<file path="src/rtl/gpr_pkg.sv">
package gpr_pkg;
  typedef enum logic [1:0] {
    PM_PLAIN   = 2'd0,
    PM_POSTINC = 2'd1,
    PM_PREDEC  = 2'd2,
    PM_DISP    = 2'd3
  } ptr_mode_e;

  localparam int unsigned DEF_NREGS    = 32;
  localparam int unsigned DEF_DW       = 8;
  localparam int unsigned DEF_NPTR     = 3;
  localparam int unsigned DEF_PTR_BASE = 26;
  localparam int unsigned DEF_DISPW    = 6;
  localparam int unsigned DEF_AW       = 16;
endpackage

</file>
<file path="src/rtl/gpr_ptr_unit.sv">
module gpr_ptr_unit #(
  parameter int unsigned DW       = gpr_pkg::DEF_DW,
  parameter int unsigned NPTR     = gpr_pkg::DEF_NPTR,
  parameter int unsigned PTR_BASE = gpr_pkg::DEF_PTR_BASE,
  parameter int unsigned DISPW    = gpr_pkg::DEF_DISPW,
  parameter int unsigned IDXW     = 5,
  parameter int unsigned PSELW    = 2
) (
  input  logic [NPTR-1:0][2*DW-1:0] pairs,
  input  logic                      en,
  input  logic [PSELW-1:0]          sel,
  input  logic [1:0]                mode,
  input  logic [DISPW-1:0]          disp,
  output logic [2*DW-1:0]           addr,
  output logic                      upd_en,
  output logic [2*DW-1:0]           upd_val,
  output logic [IDXW-1:0]           upd_lo_idx
);
  import gpr_pkg::*;
  localparam int unsigned PW = 2 * DW;

  logic [PSELW-1:0] eff_sel;
  logic [PW-1:0]    cur;
  logic [PW-1:0]    inc_v;
  logic [PW-1:0]    dec_v;

  always_comb begin
    eff_sel = (int'(sel) >= int'(NPTR)) ? PSELW'(NPTR - 1) : sel;
    cur     = pairs[eff_sel];
    inc_v   = cur + PW'(1);
    dec_v   = cur - PW'(1);
    upd_lo_idx = IDXW'(PTR_BASE + 2 * int'(eff_sel));
    addr    = cur;
    upd_en  = 1'b0;
    upd_val = cur;
    case (ptr_mode_e'(mode))
      PM_POSTINC: begin
        upd_en  = en;
        upd_val = inc_v;
      end
      PM_PREDEC: begin
        addr    = dec_v;
        upd_en  = en;
        upd_val = dec_v;
      end
      PM_DISP: addr = cur + PW'(disp);
      default: addr = cur;
    endcase
  end
endmodule

</file>
<file path="src/rtl/gpr_ds_alias.sv">
module gpr_ds_alias #(
  parameter int unsigned NREGS = gpr_pkg::DEF_NREGS,
  parameter int unsigned AW    = gpr_pkg::DEF_AW,
  parameter int unsigned IDXW  = 5
) (
  input  logic            ds_en,
  input  logic            ds_we,
  input  logic [AW-1:0]   ds_addr,
  output logic            hit,
  output logic            wr_hit,
  output logic [IDXW-1:0] idx
);
  always_comb begin
    hit    = ds_en && (ds_addr < AW'(NREGS));
    wr_hit = hit && ds_we;
    idx    = ds_addr[IDXW-1:0];
  end
endmodule

</file>
<file path="src/rtl/gpr_bank.sv">
module gpr_bank #(
  parameter int unsigned NREGS    = gpr_pkg::DEF_NREGS,
  parameter int unsigned DW       = gpr_pkg::DEF_DW,
  parameter int unsigned NPTR     = gpr_pkg::DEF_NPTR,
  parameter int unsigned PTR_BASE = gpr_pkg::DEF_PTR_BASE,
  parameter int unsigned IDXW     = 5
) (
  input  logic                      clk,
  input  logic                      rst_n,
  input  logic [IDXW-1:0]           rd_a_idx,
  output logic [DW-1:0]             rd_a_data,
  input  logic [IDXW-1:0]           rd_b_idx,
  output logic [DW-1:0]             rd_b_data,
  output logic [2*DW-1:0]           rd_pair_data,
  input  logic                      wr_en,
  input  logic                      wr_wide,
  input  logic [IDXW-1:0]           wr_idx,
  input  logic [2*DW-1:0]           wr_data,
  input  logic                      pu_en,
  input  logic [IDXW-1:0]           pu_lo_idx,
  input  logic [2*DW-1:0]           pu_val,
  input  logic                      ds_wr_hit,
  input  logic [IDXW-1:0]           ds_idx,
  input  logic [DW-1:0]             ds_wdata,
  output logic [DW-1:0]             ds_rd,
  output logic [NPTR-1:0][2*DW-1:0] pairs
);
  logic [DW-1:0] regs [NREGS];

  for (genvar i = 0; i < NREGS; i++) begin : g_reg
    localparam logic [IDXW-1:0] MY = IDXW'(i);
    logic          p_hit;
    logic          w_hit;
    logic          d_hit;
    logic [DW-1:0] p_byte;
    logic [DW-1:0] w_byte;

    always_comb begin
      p_hit  = pu_en && (MY[IDXW-1:1] == pu_lo_idx[IDXW-1:1]);
      p_byte = MY[0] ? pu_val[2*DW-1:DW] : pu_val[DW-1:0];
      w_hit  = wr_en && (wr_wide ? (MY[IDXW-1:1] == wr_idx[IDXW-1:1])
                                 : (MY == wr_idx));
      w_byte = (wr_wide && MY[0]) ? wr_data[2*DW-1:DW] : wr_data[DW-1:0];
      d_hit  = ds_wr_hit && (ds_idx == MY);
    end

    always_ff @(posedge clk) begin
      if (!rst_n)      regs[i] <= '0;
      else if (p_hit)  regs[i] <= p_byte;
      else if (w_hit)  regs[i] <= w_byte;
      else if (d_hit)  regs[i] <= ds_wdata;
    end
  end

  for (genvar p = 0; p < NPTR; p++) begin : g_pair
    assign pairs[p] = {regs[PTR_BASE + 2*p + 1], regs[PTR_BASE + 2*p]};
  end

  always_comb begin
    rd_a_data    = regs[rd_a_idx];
    rd_b_data    = regs[rd_b_idx];
    rd_pair_data = {regs[{rd_a_idx[IDXW-1:1], 1'b1}], regs[{rd_a_idx[IDXW-1:1], 1'b0}]};
    ds_rd        = regs[ds_idx];
  end
endmodule

</file>
<file path="src/rtl/gpr_file.sv">
module gpr_file #(
  parameter int unsigned NREGS    = gpr_pkg::DEF_NREGS,
  parameter int unsigned DW       = gpr_pkg::DEF_DW,
  parameter int unsigned NPTR     = gpr_pkg::DEF_NPTR,
  parameter int unsigned PTR_BASE = gpr_pkg::DEF_PTR_BASE,
  parameter int unsigned DISPW    = gpr_pkg::DEF_DISPW,
  parameter int unsigned AW       = gpr_pkg::DEF_AW,
  localparam int unsigned IDXW    = $clog2(NREGS),
  localparam int unsigned PSELW   = (NPTR > 1) ? $clog2(NPTR) + ((2**$clog2(NPTR) == NPTR) ? 0 : 0) : 1
) (
  input  logic              clk,
  input  logic              rst_n,
  input  logic [IDXW-1:0]   rd_a_idx,
  output logic [DW-1:0]     rd_a_data,
  input  logic [IDXW-1:0]   rd_b_idx,
  output logic [DW-1:0]     rd_b_data,
  output logic [2*DW-1:0]   rd_pair_data,
  input  logic              wr_en,
  input  logic              wr_wide,
  input  logic [IDXW-1:0]   wr_idx,
  input  logic [2*DW-1:0]   wr_data,
  input  logic              ptr_en,
  input  logic [PSELW-1:0]  ptr_sel,
  input  logic [1:0]        ptr_mode,
  input  logic [DISPW-1:0]  ptr_disp,
  output logic [2*DW-1:0]   ptr_addr,
  input  logic              ds_en,
  input  logic              ds_we,
  input  logic [AW-1:0]     ds_addr,
  input  logic [DW-1:0]     ds_wdata,
  output logic [DW-1:0]     ds_rdata,
  output logic              ds_hit
);
  logic [NPTR-1:0][2*DW-1:0] pairs;
  logic                      pu_en;
  logic [2*DW-1:0]           pu_val;
  logic [IDXW-1:0]           pu_lo_idx;
  logic                      ds_wr_hit;
  logic [IDXW-1:0]           ds_idx;
  logic [DW-1:0]             ds_rd;

  gpr_ptr_unit #(
    .DW(DW), .NPTR(NPTR), .PTR_BASE(PTR_BASE), .DISPW(DISPW),
    .IDXW(IDXW), .PSELW(PSELW)
  ) u_ptr (
    .pairs(pairs), .en(ptr_en), .sel(ptr_sel), .mode(ptr_mode),
    .disp(ptr_disp), .addr(ptr_addr), .upd_en(pu_en),
    .upd_val(pu_val), .upd_lo_idx(pu_lo_idx)
  );

  gpr_ds_alias #(.NREGS(NREGS), .AW(AW), .IDXW(IDXW)) u_alias (
    .ds_en(ds_en), .ds_we(ds_we), .ds_addr(ds_addr),
    .hit(ds_hit), .wr_hit(ds_wr_hit), .idx(ds_idx)
  );

  gpr_bank #(
    .NREGS(NREGS), .DW(DW), .NPTR(NPTR), .PTR_BASE(PTR_BASE), .IDXW(IDXW)
  ) u_bank (
    .clk(clk), .rst_n(rst_n),
    .rd_a_idx(rd_a_idx), .rd_a_data(rd_a_data),
    .rd_b_idx(rd_b_idx), .rd_b_data(rd_b_data),
    .rd_pair_data(rd_pair_data),
    .wr_en(wr_en), .wr_wide(wr_wide), .wr_idx(wr_idx), .wr_data(wr_data),
    .pu_en(pu_en), .pu_lo_idx(pu_lo_idx), .pu_val(pu_val),
    .ds_wr_hit(ds_wr_hit), .ds_idx(ds_idx), .ds_wdata(ds_wdata),
    .ds_rd(ds_rd), .pairs(pairs)
  );

  assign ds_rdata = ds_hit ? ds_rd : '0;
endmodule

</file>
<file path="config.mk">
export PLATFORM = sky130hd
export DESIGN_NAME = gpr_file
export DESIGN_NICKNAME = d
export VERILOG_FILES = /design/src/rtl/gpr_pkg.sv /design/src/rtl/gpr_ptr_unit.sv /design/src/rtl/gpr_ds_alias.sv /design/src/rtl/gpr_bank.sv /design/src/rtl/gpr_file.sv
export SDC_FILE = /design/constraint.sdc
export NUM_CORES = 1
export LEC_CHECK = 0
export ABC_AREA = 1
export BUFFER_PORTS_ARGS = -buffer_cell sky130_fd_sc_hd__buf_2
export CAP_MARGIN = 20
export CORE_ASPECT_RATIO = 0.5
export CORE_MARGIN = 3
export CORE_UTILIZATION = 40
export DETAILED_ROUTE_END_ITERATION = 10
export SLEW_MARGIN = 20
export SYNTH_ARGS = -nofsm -noshare
export SYNTH_HDL_FRONTEND = slang
export SYNTH_SLANG_ARGS = --single-unit
</file>
<file path="constraint.sdc">
create_clock -name clk -period 3.32 [get_ports clk]
set_clock_uncertainty 0.1 [all_clocks]
set_input_delay 0.664 -clock clk [delete_from_list [all_inputs] [get_ports clk]]
set_output_delay 0.664 -clock clk [all_outputs]
set_load 0.03 [all_outputs]
</file>
==> results.yml <==
run_status:
  outcome: "complete, but fails checks"
  failed_checks: "setup timing"
timing:
  timing.fmax_mhz: 289.8
  grt_setup_unrepaired: "true"
  slew-limit-headroom: 0.4048
  fin_ws_ps: -131.0
  post-route-period-util: 1.039
  hold_violations: 0
  setup_viol: 11
  report.final.slew_viol_count: 0
  worstMarginPinSlew_ps: 888.9
  final.hold.worst_slack_ps: 351.9
  period_minus_slack_ps: 3451
power_and_ir_drop:
  power_density_nw_per_um2: 392.2
  leakagePower_nw: 10.68
  worst_ir_drop_vdd_v: 0.0004245
  tot_pwr_mw: 10.48
cells_and_area:
  final_design_area_no_fill_um2: 26720
  fillerInstances: 5296
  layoutNonFillerInstCount: 4149
  footprint_of_the_flip_flops_and_latches_um2: 7687
  utilization: 0.5049
  num_antenna_cells: 0
  largestRegisters: "u_bank.regs (256)"
  drive_gt1_frac: 0.2042
  largest_register_ffs: 256
  area_taken_by_multi_input_logic_gates_um2: 12940
  final_nets: 3518
  largest_register: "u_bank.regs"
  flow.area_growth_from_synthesis_pct: 22.61
placement:
  placed_area_um2: 25050
  dp_hpwl_mm: 88.37
  place.port_buffers: 128
  place_congestion: 1.055
  placed_cells_incl_taps: 4067
flow_run:
  cap_violations: 0
logic_synthesis:
  post_synth_instance_area_um2: 21800
  synth_seq_cells: 256
  synthesis.yosys.warnings: 0
  synth.area.top_cells: "edfxtp_1 35%, nand2_1 14%, o21ai_0 9.3%"
  ys_seq_area_frac: 0.3527
  postSynthNetCount: 3243
  post-synth-top-area-cell: "edfxtp_1"
  async_flop_share: 0
  synth.most_common_cell: "nand2_1"
  fraction_of_synthesized_cell_area_taken_by_the_top_area_cell_type: 0.3527
  yosysUniqueCellTypes: 53
  postSynthAreaPerCell_um2: 6.900
  synth_cells: 3159
  postSynth.topFlopCell: "edfxtp_1"
  synth_top_cells_by_count: "827 x nand2_1, 406 x o21ai_0, 342 x nor2_1"
  synth_enable_flop_cells: 256
worst_setup_path:
  startpoint_type: "register"
  timing.setup.critical_path_class: "reg2out"
  critical_path.endpoint_type: "primary output"
  timing.critical_path.arrival_ps: 2690
  slowest_cell_on_the_critical_path: "edfxtp_1"
  path_common_cell: "nand2_2"
  biggest_fanout_along_the_worst_timing_path: 4
  critical_path.max_stage_delay_ps: 480
  crit_required_ps: 2560
  worst_path_cell_trace: "nand2_2, nand3_4, ha_4, nand3_2, nand2_2, a21oi_2, o21bai_1, nand2_1, nand2_2, nand2_2, inv_2, nand2_2, o21ai_2, o21ai_2, nand2_2, buf_6"
routing:
  routed_wirelength_mm: 119.0
  detail_route.vias_per_cell: 6.531
  drt-wirelength-per-cell_um: 28.69
  total_number_of_vias: 27100
  route.detailed.drc: 0
  number_of_drc_markers_after_the_initial_detailed_route_iteration: 4886
  detail-route-antenna-nets: 0
  drt_first_pass_iters: 6
clock_tree:
  cts_buffer_depth: 3
  numClockSinks: 256
  cts_tree: "built"
  cts_htree_levels: 1
  clock_latency_ps: 550
  clockRootBuffer: "clkbuf_16"
  numCtsBuffers: 25
  clkSlewWorstSetupHoldPaths_ps: 60
die:
  core_region_area_um2: 52930
  design.portCount: 129
  fp.dieW_um: 336.1
  die-area_um2: 57500
  std_cell_rows: 59
  floorplan.initialDensity: 0.4118
  dieHeight_um: 171.1
global_route:
  grt_max_degree: 87
  grt_pass1_vias: 24050
  gr_layer_usage_met3: 0.1306
  grt-busiest-layer: "met2"
  gr-usage-met2: 0.5898
  grt_pass1_wl_mm: 166.1
  initial_antenna_violation_count: 0
  grt_util_all_layers: 0.3937
  global_route.usage.met1: 0.5177
  gr-total-overflow: 0
worst_hold_path:
  hold_path.class: "in2reg"
==> cell families after synthesis <==
group,count (synthesis),share of synthesized area
flip-flops,256,0.3527
adder cells (fa/ha/maj),12,0.007233
AND/OR/NAND/NOR,1518,0.3038
buffers and inverters,391,0.07170
AO/OA/AOI/OAI,982,0.2645
==> placed cells by master, fill, tap and decap left out, types with 18 or more instances in the layout <==
cell / instances
o211ai_1: 24
edfxtp_1: 256
o221ai_1: 48
buf_6: 21
nor2_1: 338
buf_4: 314
nand3_2: 40
nand2_1: 803
a221oi_1: 30
clkbuf_16: 29
nand4_1: 32
clkinv_1: 20
o22ai_1: 285
inv_1: 123
o21ai_1: 33
nand2_2: 27
a31oi_1: 18
o21ai_0: 374
buf_12: 26
buf_2: 109
nand3_1: 192
a21oi_1: 123
inv_2: 20
nor2_2: 19
==> path summary, 6_finish.rpt <==
path	slack, ps	startpoint	cells after the start	to
setup reg to reg	590	u_bank.regs[26][1]	13	u_bank.regs[27][0]
setup / recovery	-130	u_bank.regs[26][1]	16	ptr_addr[11]
hold reg to reg	1090	u_bank.regs[29][2]	6	u_bank.regs[29][2]
hold / removal	350	wr_data[2]	3	u_bank.regs[14][2]
==> final cells by class <==
cell class / instances / share of cell area
inverters: 162 / 0.02318
multi-input cells: 2512 / 0.4841
clock inverters: 12 / 0.004448
clock buffers: 29 / 0.02397
well taps: 701 / 0.03282
flip-flops and latches: 256 / 0.2877
repair buffers: 477 / 0.1438
==> per-layer routing <==
layer | up-vias | routed length, um
met2 | 2204 | 49300
met4 | 0 | 7181
met1 | 12650 | 44450
li1 | 11820 | -
met5 | - | 0
met3 | 427 | 18090
==> power breakdown <==
group	internal [mW]	total (mW)	leakage [nW]	switching [mW]
sequential	3.84	4.21	2.55	0.374
clock	1.53	2.88	0.370	1.35
combinational	1.10	3.39	7.76	2.29
total	6.47	10.5	10.7	4.01
==> stage by stage <==
stage | TNS [ps] | setup WS (ps)
2_1_floorplan | 0 | 12.11
3_3_place_gp | -2443 | -295.6
3_5_place_dp | -2855 | -364.9
4_1_cts | -335.1 | -62.94
5_1_grt | -1631 | -239.4
6_report | -821.3 | -131.0
==> worst max-delay path: cells and delay by family, from the launching register on <==
kind            cells  cell delay, ps
compound gates      4             390
flops               1             480
simple gates        9             780
fa+ha+maj           1             280
buf+inv             2             180
==> repair_timing <==
| item | 4_1_cts | 5_1_grt |
|---|---|---|
| pin swaps | 23 | 28 |
| resized for setup | 86 | 75 |
| gates cloned | 0 | 4 |
| hold buffers | 0 | 0 |
| setup buffers | 24 | 16 |
| endpoints found under the setup margin | 14 | 32 |
No activity file was read; power rests on OpenSTA's default activity.
